[src/rtl/rtc_pkg.sv]
package rtc_pkg;
  localparam int REG_W  = 8;
  localparam int ADDR_W = 8;

  typedef logic [REG_W-1:0]  reg_t;
  typedef logic [ADDR_W-1:0] addr_t;

  // address map; time fields must stay contiguous from 0x00
  localparam addr_t A_SEC   = 8'h00;
  localparam addr_t A_MIN   = 8'h01;
  localparam addr_t A_HOUR  = 8'h02;
  localparam addr_t A_WDAY  = 8'h03;
  localparam addr_t A_DATE  = 8'h04;
  localparam addr_t A_MON   = 8'h05;
  localparam addr_t A_YEAR  = 8'h06;
  localparam addr_t A_AMIN  = 8'h07;
  localparam addr_t A_AHOUR = 8'h08;
  localparam addr_t A_ADATE = 8'h09;
  localparam addr_t A_STAT  = 8'h0E;
  localparam addr_t A_CTRL  = 8'h10;

  // write masks
  localparam reg_t M_MINSEC = 8'h7F;
  localparam reg_t M_HRDATE = 8'h3F;
  localparam reg_t M_WDAY   = 8'h07;
  localparam reg_t M_MON    = 8'h1F;

  // status and enable bit positions
  localparam int ST_POR = 0;
  localparam int ST_ALM = 2;
  localparam int ST_UPD = 4;
  localparam int EN_ALM = 3;
  localparam int EN_UPD = 5;

  // strobes from control to calendar datapath
  typedef struct packed {
    logic  secTick;
    logic  wrValid;
    addr_t addr;
    reg_t  data;
  } ctlStrobe_t;
endpackage

[src/rtl/rtc_ctrl.sv]
module rtc_ctrl
  import rtc_pkg::*;
#(
  parameter int TICKS_PER_SEC = 32768
) (
  input  logic       clk,
  input  logic       rstN,
  input  logic       subTick,
  input  logic       wrEn,
  input  addr_t      wrAddr,
  input  reg_t       wrData,
  input  logic       alarmHit,
  output ctlStrobe_t stb,
  output reg_t       statusByte,
  output reg_t       ctrlByte,
  output logic       irqN
);
  localparam int CNT_W = (TICKS_PER_SEC > 1) ? $clog2(TICKS_PER_SEC) : 1;
  localparam logic [CNT_W-1:0] CNT_LAST = CNT_W'(TICKS_PER_SEC - 1);

  logic [CNT_W-1:0] preCnt;
  logic wrSec, wrStat, wrCtrl, secTick;
  logic porF, almF, updF;
  reg_t ctrlR;

  assign wrSec  = wrEn && (wrAddr == A_SEC);
  assign wrStat = wrEn && (wrAddr == A_STAT);
  assign wrCtrl = wrEn && (wrAddr == A_CTRL);
  assign secTick = subTick && (preCnt == CNT_LAST) && !wrSec;

  always_ff @(posedge clk) begin
    if (!rstN)             preCnt <= '0;
    else if (wrSec)        preCnt <= '0;
    else if (subTick)      preCnt <= (preCnt == CNT_LAST) ? '0 : preCnt + 1'b1;
  end

  always_ff @(posedge clk) begin
    if (!rstN) begin
      porF  <= 1'b1;
      almF  <= 1'b0;
      updF  <= 1'b0;
      ctrlR <= '0;
    end else begin
      porF <= wrStat ? (porF & wrData[ST_POR]) : porF;
      almF <= (wrStat ? (almF & wrData[ST_ALM]) : almF) | alarmHit;
      updF <= (wrStat ? (updF & wrData[ST_UPD]) : updF) | secTick;
      if (wrCtrl) ctrlR <= wrData;
    end
  end

  always_comb begin
    statusByte         = '0;
    statusByte[ST_POR] = porF;
    statusByte[ST_ALM] = almF;
    statusByte[ST_UPD] = updF;
  end

  assign ctrlByte = ctrlR;
  assign irqN = !((almF && ctrlR[EN_ALM]) || (updF && ctrlR[EN_UPD]));

  assign stb.secTick = secTick;
  assign stb.wrValid = wrEn;
  assign stb.addr    = wrAddr;
  assign stb.data    = wrData;

  // a seconds write restarts the prescaler, so no tick follows at once
  a_r6_prescale_restart: assert property (@(posedge clk) disable iff (!rstN)
    (wrSec && (TICKS_PER_SEC > 1)) |=> !secTick);

  // every second increment leaves the update flag set
  a_r9_update_set: assert property (@(posedge clk) disable iff (!rstN)
    secTick |=> updF);

  // the alarm flag holds until a status write clears it
  a_r10_alarm_sticky: assert property (@(posedge clk) disable iff (!rstN)
    (almF && !wrStat) |=> almF);

  // once cleared, the power-on flag never comes back without reset
  a_r10_por_no_reset: assert property (@(posedge clk) disable iff (!rstN)
    !porF |=> !porF);
endmodule

[src/rtl/rtc_calendar.sv]
module rtc_calendar
  import rtc_pkg::*;
(
  input  logic       clk,
  input  logic       rstN,
  input  ctlStrobe_t stb,
  input  addr_t      rdAddr,
  output reg_t       rdData,
  output logic       alarmHit
);
  reg_t secR, minR, hourR, wdayR, dateR, monR, yearR;
  reg_t almMin, almHour, almDate;

  function automatic reg_t bcdNext(input reg_t v);
    if (v[3:0] == 4'd9) return {v[7:4] + 4'd1, 4'd0};
    else                return {v[7:4], v[3:0] + 4'd1};
  endfunction

  // BCD year divisible by 4: even tens with ones 0/4/8, odd tens with ones 2/6
  function automatic logic leapYear(input reg_t y);
    if (y[4]) return (y[3:0] == 4'd2) || (y[3:0] == 4'd6);
    else      return (y[3:0] == 4'd0) || (y[3:0] == 4'd4) || (y[3:0] == 4'd8);
  endfunction

  function automatic logic bcdOk(input reg_t v, input reg_t lo, input reg_t hi);
    return (v[3:0] <= 4'd9) && (v >= lo) && (v <= hi);
  endfunction

  reg_t lastDay;
  always_comb begin
    case (monR)
      8'h02:                      lastDay = leapYear(yearR) ? 8'h29 : 8'h28;
      8'h04, 8'h06, 8'h09, 8'h11: lastDay = 8'h30;
      default:                    lastDay = 8'h31;
    endcase
  end

  logic secWrap, minWrap, hourWrap, dateWrap, monWrap;
  logic cMin, cHour, cDate, cMon;
  reg_t nSec, nMin, nHour, nWday, nDate, nMon, nYear;

  always_comb begin
    secWrap  = (secR == 8'h59);
    minWrap  = (minR == 8'h59);
    hourWrap = (hourR == 8'h23);
    dateWrap = (dateR == lastDay);
    monWrap  = (monR == 8'h12);
    cMin  = secWrap;
    cHour = cMin && minWrap;
    cDate = cHour && hourWrap;
    cMon  = cDate && dateWrap;
    nSec  = secWrap ? 8'h00 : bcdNext(secR);
    nMin  = cMin  ? (minWrap  ? 8'h00 : bcdNext(minR))  : minR;
    nHour = cHour ? (hourWrap ? 8'h00 : bcdNext(hourR)) : hourR;
    nWday = cDate ? ((wdayR == 8'd6) ? 8'd0 : wdayR + 8'd1) : wdayR;
    nDate = cDate ? (dateWrap ? 8'h01 : bcdNext(dateR)) : dateR;
    nMon  = cMon  ? (monWrap  ? 8'h01 : bcdNext(monR))  : monR;
    nYear = (cMon && monWrap) ? ((yearR == 8'h99) ? 8'h00 : bcdNext(yearR)) : yearR;
  end

  // alarm tested only when seconds roll to 00, against the new time
  assign alarmHit = stb.secTick && secWrap &&
                    (nMin == almMin) && (nHour == almHour) && (nDate == almDate);

  logic wrTime;
  assign wrTime = stb.wrValid && (stb.addr <= A_YEAR);

  always_ff @(posedge clk) begin
    if (!rstN) begin
      secR <= 8'h00; minR <= 8'h00; hourR <= 8'h00; wdayR <= 8'h00;
      dateR <= 8'h01; monR <= 8'h01; yearR <= 8'h00;
    end else if (wrTime) begin
      case (stb.addr)
        A_SEC:   secR  <= stb.data & M_MINSEC;
        A_MIN:   minR  <= stb.data & M_MINSEC;
        A_HOUR:  hourR <= stb.data & M_HRDATE;
        A_WDAY:  wdayR <= stb.data & M_WDAY;
        A_DATE:  dateR <= stb.data & M_HRDATE;
        A_MON:   monR  <= stb.data & M_MON;
        default: yearR <= stb.data;
      endcase
    end else if (stb.secTick) begin
      secR <= nSec; minR <= nMin; hourR <= nHour; wdayR <= nWday;
      dateR <= nDate; monR <= nMon; yearR <= nYear;
    end
  end

  always_ff @(posedge clk) begin
    if (!rstN) begin
      almMin <= '0; almHour <= '0; almDate <= '0;
    end else if (stb.wrValid) begin
      if (stb.addr == A_AMIN)  almMin  <= stb.data & M_MINSEC;
      if (stb.addr == A_AHOUR) almHour <= stb.data & M_HRDATE;
      if (stb.addr == A_ADATE) almDate <= stb.data & M_HRDATE;
    end
  end

  always_comb begin
    case (rdAddr)
      A_SEC:   rdData = secR;
      A_MIN:   rdData = minR;
      A_HOUR:  rdData = hourR;
      A_WDAY:  rdData = wdayR;
      A_DATE:  rdData = dateR;
      A_MON:   rdData = monR;
      A_YEAR:  rdData = yearR;
      A_AMIN:  rdData = almMin;
      A_AHOUR: rdData = almHour;
      A_ADATE: rdData = almDate;
      default: rdData = '0;
    endcase
  end

  // seconds stay legal BCD across an increment
  a_r2_sec_bcd: assert property (@(posedge clk) disable iff (!rstN)
    (stb.secTick && !wrTime && bcdOk(secR, 8'h00, 8'h59)) |=> bcdOk(secR, 8'h00, 8'h59));

  // hours stay within 00..23 across an increment
  a_r3_hour_range: assert property (@(posedge clk) disable iff (!rstN)
    (stb.secTick && !wrTime && bcdOk(hourR, 8'h00, 8'h23)) |=> bcdOk(hourR, 8'h00, 8'h23));

  // date stays within 01..31 across an increment
  a_r4_date_range: assert property (@(posedge clk) disable iff (!rstN)
    (stb.secTick && !wrTime && bcdOk(dateR, 8'h01, lastDay)) |=> bcdOk(dateR, 8'h01, 8'h31));

  // month stays within 01..12 across an increment
  a_r5_month_range: assert property (@(posedge clk) disable iff (!rstN)
    (stb.secTick && !wrTime && bcdOk(monR, 8'h01, 8'h12)) |=> bcdOk(monR, 8'h01, 8'h12));
endmodule

[src/rtl/rtc_core.sv]
module rtc_core
  import rtc_pkg::*;
#(
  parameter int TICKS_PER_SEC = 32768
) (
  input  logic       clk,
  input  logic       rstN,
  input  logic       subTick,
  input  logic       wrEn,
  input  logic [7:0] addr,
  input  logic [7:0] wrData,
  output logic [7:0] rdData,
  output logic       irqN
);
  ctlStrobe_t stb;
  reg_t statusByte, ctrlByte, calRd;
  logic alarmHit;

  rtc_ctrl #(.TICKS_PER_SEC(TICKS_PER_SEC)) u_ctrl (
    .clk(clk), .rstN(rstN), .subTick(subTick), .wrEn(wrEn),
    .wrAddr(addr), .wrData(wrData), .alarmHit(alarmHit),
    .stb(stb), .statusByte(statusByte), .ctrlByte(ctrlByte), .irqN(irqN)
  );

  rtc_calendar u_cal (
    .clk(clk), .rstN(rstN), .stb(stb), .rdAddr(addr),
    .rdData(calRd), .alarmHit(alarmHit)
  );

  always_comb begin
    if (addr == A_STAT)      rdData = statusByte;
    else if (addr == A_CTRL) rdData = ctrlByte;
    else                     rdData = calRd;
  end
endmodule

[config.mk]
export PLATFORM = sky130hd
export DESIGN_NAME = rtc_core
export DESIGN_NICKNAME = d
export VERILOG_FILES = /design/src/rtl/rtc_pkg.sv /design/src/rtl/rtc_ctrl.sv /design/src/rtl/rtc_calendar.sv /design/src/rtl/rtc_core.sv
export SDC_FILE = /design/constraint.sdc
export NUM_CORES = 1
export LEC_CHECK = 0
export BUFFER_PORTS_ARGS = -buffer_cell sky130_fd_sc_hd__buf_2
export CAP_MARGIN = 0
export CORE_AREA = 4 4 126 128
export CTS_CLUSTER_DIAMETER = 30
export DETAILED_ROUTE_END_ITERATION = 6
export DIE_AREA = 0 0 130 132
export PLACE_DENSITY = 0.66
export SLEW_MARGIN = 5
export SYNTH_ARGS = -nofsm -noshare
export SYNTH_HDL_FRONTEND = slang
export SYNTH_SLANG_ARGS = --single-unit
[constraint.sdc]
create_clock -name clk -period 5.07 [get_ports clk]
set_input_delay 1.521 -clock clk [delete_from_list [all_inputs] [get_ports clk]]
set_output_delay 1.521 -clock clk [all_outputs]
set_load 0.05 [all_outputs]
* Word-level counts from Yosys, hierarchy flattened
Index checks and enable logic that the tools add are counted.
** Operators by class
- Add/subtract/negate cells :: 14
- $lt $le $gt $ge :: 1
- Equal/unequal tests :: 44
- Muxes and demuxes :: 50
- Bitwise logic cells :: 6
- Reductions and logical operators :: 47
** Operators by type and width (number)
- 8-bit 2-to-1 mux :: 42
- 8-bit case mux with 10 select lines :: 1
- 8-bit by 3-bit == test with 1-bit output, second input constant :: 7
- 4-bit by 1-bit adder with 4-bit output, second input constant :: 12
- 8-bit by 4-bit == test with 1-bit output, second input constant :: 4
- 4-bit == test, second input constant :: 7
- 8-bit by 2-bit == test with 1-bit output, second input constant :: 3
- 8-bit by 5-bit == test with 1-bit output, second input constant :: 3
- 8-bit by 6-bit == test with 1-bit output :: 2
- 8-bit by 7-bit == test with 1-bit output, second input constant :: 2
- 1-bit logical AND :: 16
- 8-bit case mux with 2 select lines :: 1
- 15-bit by 1-bit adder with 15-bit output, second input constant :: 1
- 15-bit == test, second input constant :: 1
- 15-bit 2-to-1 mux :: 1
- 2-bit != test, second input constant :: 7
- 2-bit AND reduction :: 7
- 3-bit AND reduction :: 4
- 3-bit nonzero test :: 3
- 8-bit by 1-bit adder with 8-bit output, second input constant :: 1
- 4-bit by 3-bit == test with 1-bit output, second input constant :: 2
- 8-bit by 1-bit == test with 1-bit output, second input constant :: 1
- 8-bit by 6-bit == test with 1-bit output, second input constant :: 1
- 8-bit by 7-bit == test with 1-bit output :: 1
- 17 further kinds :: 32
** Word-level totals
- Register bits after elaboration :: 101
- Bits of input ports :: 20
- Output and inout port bits :: 9
- Word-level logic and storage cells :: 180

* Longest topological paths before layout
Gate-level depths: netlist (run 1).
- Word-level depth :: 13
- Mapped depth :: 12
- Gate-level depth less buffers :: 10

* By module
From an unflattened synthesis (run 1), not the netlist that was laid out.
** Unflattened totals
- Cell total of the unflattened synthesis :: 903
- Area total of the unflattened synthesis :: 7455.9 sq um
** By module, submodules not included
- rtc_calendar :: times used 1, cells an instance 731, area an instance 5850.6 sq um, seq. area each 1501.4 sq um
- rtc_ctrl :: times used 1, cells an instance 150, area an instance 1392.6 sq um, seq. area each 520.5 sq um
- rtc_core :: times used 1, cells an instance 22, area an instance 212.7 sq um, seq. area each 0.0 sq um

* Worst setup path before layout (run 1)
No wires, ideal clock.
- Kind :: input to output
- From :: input addr[7]
- To :: output rdData[2]
- Data arrival time :: 3983 ps
- Required time :: 3549 ps
- Path slack :: -434 ps
- Stages :: 8
- Buffers on the path :: 1
- Cells stage by stage :: or3_1 > nor3b_1 > nand2_1 > nor3_1 > clkbuf_1 > a32o_1 > a221oi_1 > a31oi_1
** Between the ends
- Word-level cells in the longest chain between the ends :: 4
- Elaborated cells on any way between the ends :: 15
- Classes of those cells :: eq/ne (11); mux (3); reduce/logical (1)
** RTL lines
- start, declared :: line rtc_core.sv:10 : input logic [7:0] addr,
- 8-bit by 4-bit == test with 1-bit output (tied with other cells) :: line rtc_calendar.sv:99 : case (rdAddr)
- 8-bit case mux with 10 select lines :: line rtc_calendar.sv:99
- 8-bit 2-to-1 mux :: line rtc_core.sv:32 : else if (addr == A_CTRL) rdData = ctrlByte;
- 8-bit 2-to-1 mux (*) :: line rtc_core.sv:31 : if (addr == A_STAT) rdData = statusByte;
- end, declared :: line rtc_core.sv:12 : output logic [7:0] rdData,
Every way passes the cells marked *; elsewhere a longest branch is shown, timed or not.

* Worst setup path after layout (run 1)
- From :: input addr[7]
- To :: output rdData[1]
Same word-level chain as after synthesis.

==> flow_summary.ini, run 1 <==
[run_status]
status = finished clean

[global_routing]
gr-usage-all-layers_pct = 28.1
first_global_vias = 6545
top_usage_layer = met1
grt_pass1_wl_um = 37700
use_met3_pct = 4.86
grt_max_degree = 85
antenna_found_initial = 0
met1_usage_pct = 41.8
grt-ovfl-total = 0
use_met2_pct = 41.1

[placement]
io_buffers = 28
dpl.hpwl_um = 17800
dp.cells = 1113
gp_congestion = 1.04
placement.cell_area_sq_um = 7620

[floorplan]
coreArea_sq_um = 14900
die_area_sq_um = 17200
die_h_um = 132
start_util_pct = 49.0
die_x_um = 130
ios = 29
std_cell_rows = 45

[detailed_routing]
wl_per_cell_um = 21.3
first_pass_iters = 6
num_vias = 7359
antenna_left = 0
viasPerCell = 6.52
drt_iter0_drc = 940
drc = 0
drt-total-wl_um = 24000

[yosys]
synth-edff-count = 0
ys_async_sr_fraction_pct = 0
yosys.area.top_type = dfxtp_1
synth_compound_area_share_pct = 25.4
yosysWarnings = 0
synth_top_family_by_area = simple AND/OR/NAND/NOR gates
dominantRegCellSynth = dfxtp_1
syn-num-nets = 972
synth_xor_area_share_pct = 3.49
synth.area.top_cells = dfxtp_1 28%, nand2_1 4.8%, nor2_1 4.3%, ha_1 4.0%, a21boi_0 3.4%
synth_fa_ha_area_share_pct = 3.95
synth-seq-area-share_pct = 27.8
syn_area_per_cell_sq_um = 7.84
synth_top_area_share_pct = 27.8
synth-seq-cells = 101
synth.cell_area_sq_um = 7280
synthCells = 929
yosys.area_share.simple_pct = 29.6
synth_mux_area_share_pct = 5.50
synth_cell_types = 91

[sta]
relSlewSlack_pct = 22.5
period_minus_slack_ns = 5.04
hold_viol = 0
skew_ns = 0.0120
setup_viol = 0
period_share_pct = 99.5
drv_slew = 0
max_freq_mhz = 198
grt_setup_unrepaired = yes
hold_ws_ns = 0.472
tightest_slew_ns = 1.16

[clock_tree]
ctsResizeCount = 0
post_cts_buffers = 0
numCtsBuffers = 9
cts_buffer_depth = 2
clk_pin_slew_ns = 0.08
root_buffer = clkbuf_16
insertion_delay_ns = 0.37
holdBufCountCts = 0
cts_max_level = 3
cts.sinks = 101
cts_tree = yes

[worst_setup_path]
start_kind = input pin
arrival_ns = 3.52
setup.worst_path.class = in -> out
cp_max_fo = 7
cp.required_ns = 3.55
end_kind = output pin

[pwr]
swShare_pct = 26.7
pwr-share-clk_pct = 45.4
power_leakage_uw = 0.00286
combPwrFrac_pct = 5.1
seq_power_share_pct = 49.5
internal-power_uw = 1180
power_switching_uw = 430
ir_drop_mv = 0.180
powerDensity_nw_per_um2 = 202

[finish]
fin_cells = 1129
diodes = 0
final_util_pct = 53.5
design_area_sq_um = 7950
mostFrequentLayoutCells = 101 x dfxtp_1, 94 x nand2_1, 82 x nor2_1, 48 x nand3_1, 47 x o21ai_0
fin_nets = 979
drive_above_1_share_pct = 11.8
final_common_cell = dfxtp_1
fillCellCount = 1470
areaGrowthSynthToFinish_pct = 9.26

[run]
cap_violations = 0

[min_path]
hold_class = reg -> reg
==> power by group through the flow <==
| stage | logic (uW) | registers (uW) | clock network [uW] |
|---|---|---|---|
| 2_1_floorplan | 45.0 | 814 | 0 |
| 3_3_place_gp | 78.8 | 814 | 0 |
| 3_5_place_dp | 78.4 | 814 | 0 |
| 4_1_cts | 78.6 | 795 | 746 |
| 5_1_grt | 86.3 | 796 | 770 |
| 6_report | 81.2 | 795 | 730 |
==> logic make-up (layout without fill, tap and decap cells) <==
kind of cell,count (synthesis),after routing
compound gates,256,256
xor+xnor,29,29
fa+ha+maj,23,23
buf+inv,77,89
flops,101,101
mux,35,35
simple gates,408,408
==> cells in the mapped netlist, drive strengths merged, types with 19 or more instances <==
cell type  instances
inv               21
o21ai             53
nand2             94
a21boi            39
xor2              19
nor2b             29
mux2i             22
ha                23
nand4             24
nor2              84
nand3             48
clkbuf            42
dfxtp            101
a21oi             33
==> worst max-delay path, stage by stage <==
cell and delay (ns):
buf_2 0.09, or3_1 0.41, buf_4 0.17, nand2b_1 0.30, nor2_1 0.33, a31oi_1 0.13
o211ai_1 0.25, buf_2 0.32
==> final timing paths <==
| check | startpoint | end | slack (ns) | cells past startpoint |
|---|---|---|---|---|
| max | addr[7] | rdData[1] | 0.03 | 8 |
| min | u_ctrl.porF | u_ctrl.porF | 0.47 | 2 |
| max reg2reg | u_cal.secR[0] | u_cal.monR[6] | 1.44 | 9 |
| min reg2reg | u_ctrl.porF | u_ctrl.porF | 0.47 | 2 |
==> routing by layer <==
| layer | up-vias | routed length (um) |
|---|---|---|
| met5 | - | 0 |
| met4 | 0 | 720 |
| met3 | 55 | 1980 |
| met2 | 352 | 10400 |
| met1 | 3486 | 10900 |
| li1 | 3466 | - |
==> metrics by stage <==
| stage | total power, uW | setup WS (ns) | TNS [ns] |
|---|---|---|---|
| finish | 1610 | 0.0259 | 0 |
| CTS | 1620 | 0.0865 | 0 |
| detailed placement | 893 | 0.0914 | 0 |
| global placement | 893 | 0.0747 | 0 |
| floorplan | 859 | -0.114 | -0.114 |
| global route | 1650 | -0.0554 | -0.120 |
==> registers in the layout, summed over array words and instances (netlist names) <==
name,cells
u_cal.almHour,6
u_cal.wdayR,8
u_ctrl.preCnt,15
u_cal.hourR,8
u_cal.yearR,8
u_ctrl.almF,1
u_cal.dateR,8
u_ctrl.updF,1
u_ctrl.ctrlByte,8
u_cal.almMin,7
u_ctrl.porF,1
u_cal.secR,8
u_cal.minR,8
u_cal.monR,8
u_cal.almDate,6
==> cell type report <==
cell class | count | area (sq um) | share of cell area [%]
clock buffers | 9 | 225 | 2.83
flip-flops and latches | 101 | 2020 | 25.4
repair buffers | 52 | 325 | 4.09
clock inverters | 7 | 88.8 | 1.12
inverters | 21 | 78.8 | 0.991
well taps | 188 | 235 | 2.96
multi-input cells | 751 | 4980 | 62.6
No activity file was read; power rests on OpenSTA's default activity.
==> inputs of run 2 (changes only) <==
Settings changed: MAX_ROUTING_LAYER set to met4.
==> flow_summary.ini, run 2 (synthesis gave the netlist of run 1 again) <==
[worst_setup_path]
rr_worst_depth = 9
setup.worst_path.class = in -> out
cp.required_ns = 3.55
cp_top_family = simple AND/OR/NAND/NOR gates
critPathBufInv = 4
setup.worst_path.start = addr[7]
cpPeakStageDelay_ns = 0.42
arrival_ns = 3.40
end_kind = output pin
cp_max_fo = 8
slowest_stage = or3_4
crit_chain = buf_2, or3_4, nor3b_2, buf_4, and3_1, buf_4, a32oi_1, nand3_1, buf_2
cp.depth = 9
r2r-start = u_cal.secR[0]
start_kind = input pin

[placement]
io_buffers = 28
placement.cell_area_sq_um = 7620
dpl.hpwl_um = 17800
gp_congestion = 1.04

[finish]
fin_nets = 979
areaGrowthSynthToFinish_pct = 8.87
largest_reg_flops = 15
regMostFlops = u_ctrl.preCnt
drive_above_1_share_pct = 11.7
final_common_cell = dfxtp_1
design_area_sq_um = 7930
diodes = 0
mostFrequentLayoutCells = 101 x dfxtp_1, 94 x nand2_1, 83 x nor2_1, 48 x nand3_1, 47 x o21ai_0

[clock_tree]
root_buffer = clkbuf_16
insertion_delay_ns = 0.37
cts_buffer_depth = 2
cts_max_level = 3
cts.sinks = 101
post_cts_buffers = 0
numCtsBuffers = 9
holdBufCountCts = 0
cts_tree = yes
clk_pin_slew_ns = 0.07

[sta]
relSlewSlack_pct = 18.7
tns_ns = 0
tightest_slew_ns = 1.21
setup_viol = 0
skew_ns = 0.0109
max_freq_mhz = 203
hold_viol = 0
period_share_pct = 97.1
period_minus_slack_ns = 4.92
drv_slew = 0

[floorplan]
die_area_sq_um = 17200
coreArea_sq_um = 14900
die_x_um = 130
ios = 29
std_cell_rows = 45
die_h_um = 132
start_util_pct = 49.0

[detailed_routing]
num_vias = 7396
drc = 0
drt_iter0_drc = 723
antenna_left = 0
viasPerCell = 6.56
drt-total-wl_um = 24100
first_pass_iters = 5
wl_per_cell_um = 21.3

[global_routing]
grt-ovfl-total = 0
first_global_vias = 6709
antenna_found_initial = 0
grt_max_degree = 85
grt_pass1_wl_um = 38000
gr-usage-all-layers_pct = 29.2

[pwr]
ir_drop_mv = 0.158
power_leakage_uw = 0.00285
powerDensity_nw_per_um2 = 198

[min_path]
holdPathStages = 2
hold_class = reg -> reg
hp-start = u_ctrl.porF

[run]
cap_violations = 0

[run_status]
status = finished clean
run 2: cell count changes in the layout (fill, tap and decap cells not counted), sizes merged:
cell      previous run  this run
buf                 50        52
clkbuf              11         9
clkinv               4         1
clkinvlp             0         1
inv                 24        25
run 2: path summary, 6_finish.rpt:
kind,endpoint,slack [ns]
worst max-delay path,rdData[5],0.15
worst min-delay path,u_ctrl.porF,0.48
worst max register to register,u_cal.monR[6],1.45
worst min register to register,u_ctrl.porF,0.48
run 2: per-layer routing:
metal  part of all wire [%]  global-route usage, %  wire, um
met1                     45                   41.5     10800
met2                     44                   41.8     10600
met3                    8.5                   4.58      2040
met4                    2.9                   10.5       687
met5                      0                      -         0
run 2: stage by stage:
stage | setup WS (ns) | power (uW) | instances | hold WS [ns] | utilization (%)
after floorplan | -0.114 | 859 | 929 | 0.440 | -
after global placement | 0.0840 | 892 | 1113 | 0.478 | 51.3
after detailed placement | 0.0408 | 892 | 1113 | 0.470 | 51.3
after CTS | 0.0232 | 1570 | 1128 | 0.482 | 53.2
after global routing | -0.00358 | 1610 | 1128 | 0.500 | 53.3
final | 0.147 | 1570 | 1128 | 0.481 | 53.3
run 2: tightest hold or removal path, cell delays in order (launching register included):
cell and delay, ns:
dfxtp_1 0.32, o21ai_0 0.07, nand2_1 0.05
run 2: power breakdown:
group | internal (uW) | total [uW] | leakage [uW] | switching [uW]
combinational | 27.1 | 80.9 | 0.00190 | 53.7
clock | 342 | 689 | 0.000136 | 347
sequential | 794 | 795 | 0.000814 | 1.60
total | 1160 | 1570 | 0.00285 | 403
run 2: area by class of cell:
type,count,area [sq um]
clock buffers,9,225
repair buffers,52,329
well taps,188,235
inverters,21,78.8
fillers,1519,6940
clock inverters,6,56.3
flip-flops and latches,101,2020
multi-input cells,751,4980
run 2: what timing repair did:
item,in CTS,in global routing
endpoints found under the hold margin,0,0
endpoints found under the setup margin,0,6
resized for setup,0,7
==> inputs of run 3 (changes only) <==
Clock period 5.07 ns to 5.8 ns, I/O delays scaled along.
==> flow_summary.ini, run 3 (synthesis gave the netlist of run 1 again) <==
[clock_tree]
cts_tree = yes
clk_pin_slew_ns = 0.07
cts_buffer_depth = 2
root_buffer = clkbuf_16
insertion_delay_ns = 0.36
cts_max_level = 3
numCtsBuffers = 9
holdBufCountCts = 0
cts.sinks = 101

[pwr]
internal-power_uw = 1020
power_switching_uw = 365
ir_drop_mv = 0.138
combPwrFrac_pct = 4.9
pwr-share-clk_pct = 45.1
swShare_pct = 26.3
seq_power_share_pct = 50.1
powerDensity_nw_per_um2 = 176
power_leakage_uw = 0.00283

[run_status]
status = finished clean

[finish]
fillCellCount = 1469
largest_reg_flops = 15
areaGrowthSynthToFinish_pct = 8.44
final_common_cell = dfxtp_1
fin_nets = 975
diodes = 0
design_area_sq_um = 7890
mostFrequentLayoutCells = 101 x dfxtp_1, 94 x nand2_1, 83 x nor2_1, 49 x o21ai_0, 48 x nand3_1
drive_above_1_share_pct = 11.1
regMostFlops = u_ctrl.preCnt

[global_routing]
grt_max_degree = 85
grt-ovfl-total = 0
first_global_vias = 6669
gr-usage-all-layers_pct = 29.2
antenna_found_initial = 0
grt_pass1_wl_um = 38000

[placement]
io_buffers = 28
placement.cell_area_sq_um = 7580
dpl.hpwl_um = 17800
gp_congestion = 1.00
dp_worst_setup_slack_ns = 0.272

[worst_setup_path]
slowest_stage = or3_1
cp.required_ns = 4.06
start_kind = input pin
path_common_cell = buf_2
critPathBufInv = 3
arrival_ns = 3.78
crit_chain = buf_2, or3_1, nor3b_1, buf_4, and3_1, a222oi_1, o21ai_0, mux2_2, buf_2
end_kind = output pin
cp_top_family = simple AND/OR/NAND/NOR gates
setup.worst_path.class = in -> out
cpPeakStageDelay_ns = 0.46
cp_max_fo = 6

[sta]
hold_viol = 0
skew_ns = 0.00741
max_freq_mhz = 181
period_share_pct = 95.1
relSlewSlack_pct = 27.3
drv_slew = 0
tightest_slew_ns = 1.08
grt_setup_unrepaired = no
setup_ws_ns = 0.282
period_minus_slack_ns = 5.52
tns_ns = 0
hold_ws_ns = 0.477
setup_viol = 0

[floorplan]
std_cell_rows = 45
start_util_pct = 49.0
coreArea_sq_um = 14900
ios = 29
die_x_um = 130
die_area_sq_um = 17200
die_h_um = 132

[detailed_routing]
drt_iter0_drc = 879
antenna_left = 0
drc = 0
wl_per_cell_um = 21.5
viasPerCell = 6.50
drt-total-wl_um = 24200
first_pass_iters = 5
num_vias = 7312

[run]
cap_violations = 0

[min_path]
hold_class = reg -> reg
-- run 3: path summary, 6_finish.rpt --
path | from | to | slack, ns | cells after the start
max | addr[7] | rdData[4] | 0.28 | 9
min | u_ctrl.ctrlByte[2] | u_ctrl.ctrlByte[2] | 0.48 | 2
max reg2reg | u_cal.secR[0] | u_cal.yearR[5] | 2.19 | 9
min reg2reg | u_ctrl.ctrlByte[2] | u_ctrl.ctrlByte[2] | 0.48 | 2
-- run 3: layer usage --
layer / wire, um / global-route usage (%) / up-vias
met2: 10500 / 41.5 / 370
met3: 2170 / 5.19 / 51
li1: - / - / 3450
met5: 0 / - / -
met1: 10900 / 41.7 / 3441
met4: 670 / 9.99 / 0
-- run 3: metrics by stage --
| stage | total power (uW) | instances | util [%] |
|---|---|---|---|
| finish | 1390 | 1125 | 53.1 |
| global route | 1430 | 1125 | 53.1 |
| CTS | 1400 | 1125 | 53.1 |
| detailed placement | 777 | 1109 | 51.0 |
| global placement | 778 | 1109 | 51.0 |
| floorplan | 750 | 929 | - |
-- run 3: worst min-delay path, delay by kind of cell (launching register included) --
| family | cells | cell delay, ns |
|---|---|---|
| AOI/OAI and AO/OA | 1 | 0.06 |
| DFF | 1 | 0.32 |
| and+or+nand+nor | 1 | 0.05 |
-- run 3: timing repair --
action	4_1_cts	5_1_grt
setup endpoints to repair	0	1
buffers inserted	0	0
resized for setup	0	1
endpoints found under the hold margin	0	0
-- run 3: power groups by stage --
stage / clock [uW] / sequential (uW) / combinational (uW)
final: 626 / 695 / 67.4
after global routing: 658 / 695 / 71.5
after CTS: 636 / 695 / 65.7
after detailed placement: 0 / 712 / 65.5
after global placement: 0 / 712 / 65.8
after floorplan: 0 / 711 / 39.1
-- run 3: cell type report --
| type | instances | area [sq um] | area share (%) |
|---|---|---|---|
| Clock buffer | 9 | 225 | 2.85 |
| Clock inverter | 7 | 80.1 | 1.01 |
| Inverter | 21 | 78.8 | 0.999 |
| Multi-Input combinational cell | 751 | 4960 | 62.9 |
| Sequential cell | 101 | 2020 | 25.6 |
| Tap cell | 188 | 235 | 2.98 |
| Timing Repair Buffer | 48 | 290 | 3.68 |
